## src/rtl/subch_router_pkg.sv

```systemverilog
package subch_router_pkg;
  localparam int METHOD_W  = 13;
  localparam int SUBCH_W   = 3;
  localparam int DATA_W    = 32;
  localparam int N_ENG     = 3;
  localparam int SEL_W     = $clog2(N_ENG + 1);
  localparam int RSVD_LIM  = 'h100;
  localparam int N_ERR     = 4;

  localparam logic [DATA_W-1:0] CLS_2D  = 32'h0000_902D;
  localparam logic [DATA_W-1:0] CLS_3D  = 32'h0000_B197;
  localparam logic [DATA_W-1:0] CLS_CMP = 32'h0000_B1C0;

  localparam logic [SEL_W-1:0] SEL_NONE = SEL_W'(N_ENG);

  localparam int ERR_REBIND  = 0;
  localparam int ERR_UNBOUND = 1;
  localparam int ERR_RSVD    = 2;
  localparam int ERR_NOPORT  = 3;

  function automatic logic [SEL_W-1:0] class_to_sel(input logic [DATA_W-1:0] cls);
    case (cls)
      CLS_2D:  class_to_sel = SEL_W'(0);
      CLS_3D:  class_to_sel = SEL_W'(1);
      CLS_CMP: class_to_sel = SEL_W'(2);
      default: class_to_sel = SEL_NONE;
    endcase
  endfunction
endpackage

```

## src/rtl/subch_bind_table.sv

```systemverilog
module subch_bind_table
  import subch_router_pkg::*;
#(
  parameter int N_SUBCH = 8,
  localparam int IDX_W  = $clog2(N_SUBCH)
) (
  input  logic             clk_i,
  input  logic             rst_ni,
  input  logic             bind_we_i,
  input  logic [IDX_W-1:0] bind_idx_i,
  input  logic [SEL_W-1:0] bind_sel_i,
  input  logic [IDX_W-1:0] rd_idx_i,
  output logic             rd_valid_o,
  output logic [SEL_W-1:0] rd_sel_o
);
  logic [N_SUBCH-1:0] vld_q;
  logic [SEL_W-1:0]   sel_q [N_SUBCH];

  for (genvar g = 0; g < N_SUBCH; g++) begin : g_ent
    always_ff @(posedge clk_i or negedge rst_ni) begin
      if (!rst_ni) begin
        vld_q[g] <= 1'b0;
        sel_q[g] <= SEL_NONE;
      end else if (bind_we_i && bind_idx_i == IDX_W'(g) && !vld_q[g]) begin
        vld_q[g] <= 1'b1;
        sel_q[g] <= bind_sel_i;
      end
    end

    // an entry once valid keeps its binding
    p_bind_kept_r6: assert property (@(posedge clk_i) disable iff (!rst_ni)
      vld_q[g] |=> (vld_q[g] && $stable(sel_q[g])));
  end

  assign rd_valid_o = vld_q[rd_idx_i];
  assign rd_sel_o   = sel_q[rd_idx_i];
endmodule

```

## src/rtl/subch_route.sv

```systemverilog
module subch_route
  import subch_router_pkg::*;
(
  input  logic                clk_i,
  input  logic                rst_ni,
  input  logic                fwd_i,
  input  logic [SEL_W-1:0]    sel_i,
  input  logic [METHOD_W-1:0] method_i,
  input  logic [DATA_W-1:0]   data_i,
  output logic [N_ENG-1:0]    we_o,
  output logic [METHOD_W-1:0] method_o,
  output logic [DATA_W-1:0]   data_o
);
  for (genvar e = 0; e < N_ENG; e++) begin : g_we
    always_ff @(posedge clk_i or negedge rst_ni) begin
      if (!rst_ni) we_o[e] <= 1'b0;
      else         we_o[e] <= fwd_i && (sel_i == SEL_W'(e));
    end
  end

  always_ff @(posedge clk_i or negedge rst_ni) begin
    if (!rst_ni) begin
      method_o <= '0;
      data_o   <= '0;
    end else if (fwd_i) begin
      method_o <= method_i;
      data_o   <= data_i;
    end
  end

  p_we_onehot_r5: assert property (@(posedge clk_i) disable iff (!rst_ni)
    $onehot0(we_o));
  p_we_from_fwd_r5: assert property (@(posedge clk_i) disable iff (!rst_ni)
    !fwd_i |=> (we_o == '0));
endmodule

```

## src/rtl/subch_err_status.sv

```systemverilog
module subch_err_status
  import subch_router_pkg::*;
(
  input  logic             clk_i,
  input  logic             rst_ni,
  input  logic [N_ERR-1:0] set_i,
  input  logic             clr_i,
  output logic [N_ERR-1:0] err_o
);
  for (genvar b = 0; b < N_ERR; b++) begin : g_bit
    always_ff @(posedge clk_i or negedge rst_ni) begin
      if (!rst_ni)       err_o[b] <= 1'b0;
      else if (set_i[b]) err_o[b] <= 1'b1;
      else if (clr_i)    err_o[b] <= 1'b0;
    end

    p_sticky_r9: assert property (@(posedge clk_i) disable iff (!rst_ni)
      (err_o[b] && !clr_i) |=> err_o[b]);
    p_set_wins_r9: assert property (@(posedge clk_i) disable iff (!rst_ni)
      set_i[b] |=> err_o[b]);
  end
endmodule

```

## src/rtl/subch_router.sv

```systemverilog
module subch_router
  import subch_router_pkg::*;
#(
  parameter int N_SUBCH = 8
) (
  input  logic                clk_i,
  input  logic                rst_ni,
  input  logic                wr_valid_i,
  input  logic [12:0]         wr_method_i,
  input  logic [2:0]          wr_subch_i,
  input  logic [31:0]         wr_data_i,
  input  logic                err_clr_i,
  output logic [2:0]          eng_we_o,
  output logic [12:0]         eng_method_o,
  output logic [31:0]         eng_data_o,
  output logic [3:0]          err_o
);
  localparam logic [METHOD_W-1:0] RSVD_M = METHOD_W'(RSVD_LIM);
  localparam int IDX_W = $clog2(N_SUBCH);

  logic             is_bind, is_rsvd, is_fwd, fwd_go, bind_we;
  logic             rd_valid;
  logic [SEL_W-1:0] rd_sel;
  logic [N_ERR-1:0] err_set;

  assign is_bind = wr_valid_i && (wr_method_i == '0);
  assign is_rsvd = wr_valid_i && (wr_method_i != '0) && (wr_method_i < RSVD_M);
  assign is_fwd  = wr_valid_i && (wr_method_i >= RSVD_M);
  assign bind_we = is_bind && !rd_valid;
  assign fwd_go  = is_fwd && rd_valid && (rd_sel != SEL_NONE);

  always_comb begin
    err_set              = '0;
    err_set[ERR_REBIND]  = is_bind && rd_valid;
    err_set[ERR_UNBOUND] = is_fwd && !rd_valid;
    err_set[ERR_RSVD]    = is_rsvd;
    err_set[ERR_NOPORT]  = is_fwd && rd_valid && (rd_sel == SEL_NONE);
  end

  subch_bind_table #(.N_SUBCH(N_SUBCH)) u_table (
    .clk_i      (clk_i),
    .rst_ni     (rst_ni),
    .bind_we_i  (bind_we),
    .bind_idx_i (IDX_W'(wr_subch_i)),
    .bind_sel_i (class_to_sel(wr_data_i)),
    .rd_idx_i   (IDX_W'(wr_subch_i)),
    .rd_valid_o (rd_valid),
    .rd_sel_o   (rd_sel)
  );

  subch_route u_route (
    .clk_i    (clk_i),
    .rst_ni   (rst_ni),
    .fwd_i    (fwd_go),
    .sel_i    (rd_sel),
    .method_i (wr_method_i),
    .data_i   (wr_data_i),
    .we_o     (eng_we_o),
    .method_o (eng_method_o),
    .data_o   (eng_data_o)
  );

  subch_err_status u_err (
    .clk_i  (clk_i),
    .rst_ni (rst_ni),
    .set_i  (err_set),
    .clr_i  (err_clr_i),
    .err_o  (err_o)
  );

  p_bind_no_fwd_r2: assert property (@(posedge clk_i) disable iff (!rst_ni)
    (wr_valid_i && wr_method_i == '0) |=> (eng_we_o == '0));
  p_rsvd_drop_r3: assert property (@(posedge clk_i) disable iff (!rst_ni)
    (wr_valid_i && wr_method_i != '0 && wr_method_i < RSVD_M)
      |=> (eng_we_o == '0 && err_o[ERR_RSVD]));
  p_fwd_bus_r4: assert property (@(posedge clk_i) disable iff (!rst_ni)
    (eng_we_o != '0) |-> ($past(wr_valid_i) && eng_method_o == $past(wr_method_i)
                          && eng_data_o == $past(wr_data_i)));
  p_fwd_method_r4: assert property (@(posedge clk_i) disable iff (!rst_ni)
    (eng_we_o != '0) |-> (eng_method_o >= RSVD_M));
endmodule

```

## config.mk

```make
export PLATFORM = sky130hd
export DESIGN_NAME = subch_router
export DESIGN_NICKNAME = d
export VERILOG_FILES = /design/src/rtl/subch_router_pkg.sv /design/src/rtl/subch_bind_table.sv /design/src/rtl/subch_route.sv /design/src/rtl/subch_err_status.sv /design/src/rtl/subch_router.sv
export SDC_FILE = /design/constraint.sdc
export NUM_CORES = 1
export LEC_CHECK = 0
export BUFFER_PORTS_ARGS = -buffer_cell sky130_fd_sc_hd__buf_2
export CAP_MARGIN = 0
export CORE_ASPECT_RATIO = 0.5
export CORE_MARGIN = 1.5
export CORE_UTILIZATION = 56
export DETAILED_ROUTE_END_ITERATION = 12
export GPL_ROUTABILITY_DRIVEN = 0
export MAX_ROUTING_LAYER = met4
export PLACE_DENSITY_LB_ADDON = 0.05
export SLEW_MARGIN = 20
export SYNTH_ARGS = -nofsm -noshare
export SYNTH_HDL_FRONTEND = slang
export SYNTH_SLANG_ARGS = --single-unit
```

## constraint.sdc

```tcl
create_clock -name clk_i -period 5.3 [get_ports clk_i]
set_input_delay 1.06 -clock clk_i [delete_from_list [all_inputs] [get_ports clk_i]]
set_output_delay 1.06 -clock clk_i [all_outputs]
set_load 0.005 [all_outputs]
```

==> flow_metrics.env <==
export IMPL_path_class="in2reg"
export IMPL_ys_types=45
export IMPL_clkSinkCount=76
export IMPL_synthArstFlopShare_pct=100
export IMPL_die_x_um=116
export IMPL_die_h_um=59.6
export IMPL_finalSetupViolCount=0
export IMPL_timing_fmax_mhz=291
export IMPL_total_power_mw=1.52
export IMPL_min_path_type="reg2reg"
export IMPL_clk_path_buf_depth=2
export IMPL_routed_wl_um=7170
export IMPL_stdcell_area_um2=4360
export IMPL_post_synth_top_area_fraction_pct=41.9
export IMPL_dp_hpwl_um=5160
export IMPL_cts_hold_buf=0
export IMPL_postSynthAreaPerCell_um2=15.4
export IMPL_ir_drop_mv=0.266
export IMPL_post_cts_buffers=0
export IMPL_vias_per_cell=5.33
export IMPL_cts_tree="yes"
export IMPL_pwr_density_cell_nw_per_um2=349
export IMPL_synth_seq_cells=76
export IMPL_layout_cells_non_filler=429
export IMPL_cp_start_kind="input port"
export IMPL_final_min_clock_period_ns=3.44
export IMPL_cp_end_kind="flip-flop"
export IMPL_worstPathMaxFanout=27
export IMPL_path_cells="buf_2, mux4_2, mux2_2, a21boi_4, buf_12, mux2_1"
export IMPL_first_pass_iters=4
export IMPL_path_clk_slew_ns=0.05
export IMPL_grt_pass1_wl_um=11600
export IMPL_cts_max_level=3
export IMPL_cts_root_buf="clkbuf_16"
export IMPL_synth_area_top_cells="dfrtp_1 42%, mux2_4 17%, dfstp_2 12%"
export IMPL_ys_flop_type="dfrtp_1"
export IMPL_antenna_left=0
export IMPL_diodes=0
export IMPL_synth_edf_count=0
export IMPL_rsz0062_at_grt="no"
export IMPL_yosysSeqAreaShare_pct=53.7
export IMPL_port_buffers=103
export IMPL_overflow=0
export IMPL_synth_warnings=0
export IMPL_fin_nets=388
export IMPL_cap_violations=0
export IMPL_cts_buffers_inserted=9
export IMPL_synth_most_common_cell="dfrtp_1"
export IMPL_syn_nets=284
export IMPL_grt_pass1_vias=2332
export IMPL_tns_ns=0
export IMPL_hold_depth=1
export IMPL_status="complete, no violations"
export IMPL_synth_common_cells="60 x dfrtp_1, 40 x mux2_4, 17 x mux2_2"
export IMPL_synth_largest_area_cell="dfrtp_1"
export IMPL_critical_path_max_stage_delay_ns=0.75
export IMPL_post_route_util_pct=71.1
export IMPL_wire_per_inst_um=16.7
export IMPL_power_leakage_nw=2.08
export IMPL_drtIter0Drc=132
export IMPL_io_pins=104
export IMPL_syn_area_um2=3580
export IMPL_die_area_um2=6910
export IMPL_initial_core_util_pct=58.4
export IMPL_cp_data_required_time_ns=5.50
export IMPL_dp_cells=413
export IMPL_netlist_instances=232
export IMPL_cp_arrival_ns=3.64
export IMPL_crit_slowest_cell="a21boi_4"
export IMPL_drive_gt1_share_pct=60.4
export IMPL_track_usage_pct=23.4
export IMPL_maxSlewHeadroom_pct=37.9
export IMPL_r2r_cells=5
export IMPL_num_vias=2285
export IMPL_ctsResizeCount=0
export IMPL_finalCritPeriodShare_pct=64.9
export IMPL_core_um2=6130
export IMPL_hold_violations=0
export IMPL_finalMaxSlewViolations=0
export IMPL_place_area_um2=4100
export IMPL_skew_ns=0.00707
export IMPL_num_rows=20
export IMPL_drcViolationCount=0
export IMPL_clkLatencyLatePin_ns=0.32
export IMPL_grt_max_degree=77
export IMPL_antenna_found_initial=0
export IMPL_syn2layout_area_growth_pct=21.6
export IMPL_tightest_slew_ns=0.928
export IMPL_fillerInstances=420
## final cells by class
type / count / area, µm² / area share (%)
multi-input combinational: 140 / 1510 / 34.7
clock buffer: 13 / 240 / 5.51
clock inverter: 3 / 15.0 / 0.345
sequential: 76 / 1920 / 44.1
tap: 88 / 110 / 2.53
timing repair buffer: 104 / 538 / 12.3
inverter: 5 / 18.8 / 0.431
## routing by layer
metal / vias to the layer above / GRT usage (%) / wire length [µm]
li1: 1062 / - / -
met5: - / - / 0
met3: 15 / 6.34 / 306
met2: 72 / 35.0 / 3340
met4: 0 / 7.84 / 122
met1: 1136 / 31.2 / 3400
## cells by family (layout without fill, tap and decap cells)
family                 Yosys count  count (layout)  share of synthesized area [%]
AO/OA/AOI/OAI                   16              16                           3.98
AND/OR/NAND/NOR                 53              53                           10.3
multiplexers                    71              71                           28.0
flip-flops                      76              76                           53.6
buffers and inverters           16             125                           4.12
## cells in the final DEF (no fill, tap or decap), drive strengths merged, types with 2 or more instances in the layout
cell,netlist,final
a21o,2,2
a31o,3,3
buf,10,104
clkbuf,1,13
clkinv,1,4
dfrtp,60,60
dfstp,16,16
inv,4,4
mux2,63,63
mux2i,4,4
mux4,4,4
nand2,9,9
nand3,2,2
nand4,2,2
nor2,11,11
nor2b,2,2
nor3,3,3
nor4,7,7
nor4b,6,6
o211ai,3,3
o2bb2ai,3,3
or2,3,3
or4,4,4
## sequential cells by signal, indices dropped and copies added (netlist names)
name	cells
u_route.data_o	32
u_table.sel_q	16
u_route.method_o	13
u_table.vld_q	8
u_err.err_o	4
u_route.we_o	3
## final timing paths
path | start | endpoint | slack (ns)
min in group asynchronous | rst_ni | u_table.vld_q[7]$_DFFE_PN0P_ | 0.87
hold / removal | u_route.data_o[12]$_DFFE_PN0P_ | u_route.data_o[12]$_DFFE_PN0P_ | 0.49
setup reg to reg | u_table.sel_q[1]$_DFFE_PN1P_ | u_route.data_o[11]$_DFFE_PN0P_ | 2.60
hold reg to reg | u_route.data_o[12]$_DFFE_PN0P_ | u_route.data_o[12]$_DFFE_PN0P_ | 0.49
setup / recovery | wr_subch_i[0] | u_route.data_o[11]$_DFFE_PN0P_ | 1.86
max in group asynchronous | rst_ni | u_route.method_o[10]$_DFFE_PN0P_ | 3.83
## report_power, final
part	total (mW)	switching (mW)	internal [mW]
Sequential	0.709	0.0459	0.663
Combinational	0.285	0.108	0.178
Clock	0.527	0.212	0.315
Total	1.52	0.366	1.16
## worst max-delay path, delay by kind of cell
family | cells | cell delay [ns]
multiplexers | 3 | 1.23
buffers and inverters | 2 | 0.58
AO/OA/AOI/OAI | 1 | 0.75
## through the flow
stage | setup WS, ns | hold WS, ns
after floorplan | 2.46 | 0.463
after CTS | 1.84 | 0.488
final | 1.86 | 0.486
after detailed placement | 1.53 | 0.476
after global routing | 1.77 | 0.504
after global placement | 1.60 | 0.466
Power figures use the tool's default switching activity.
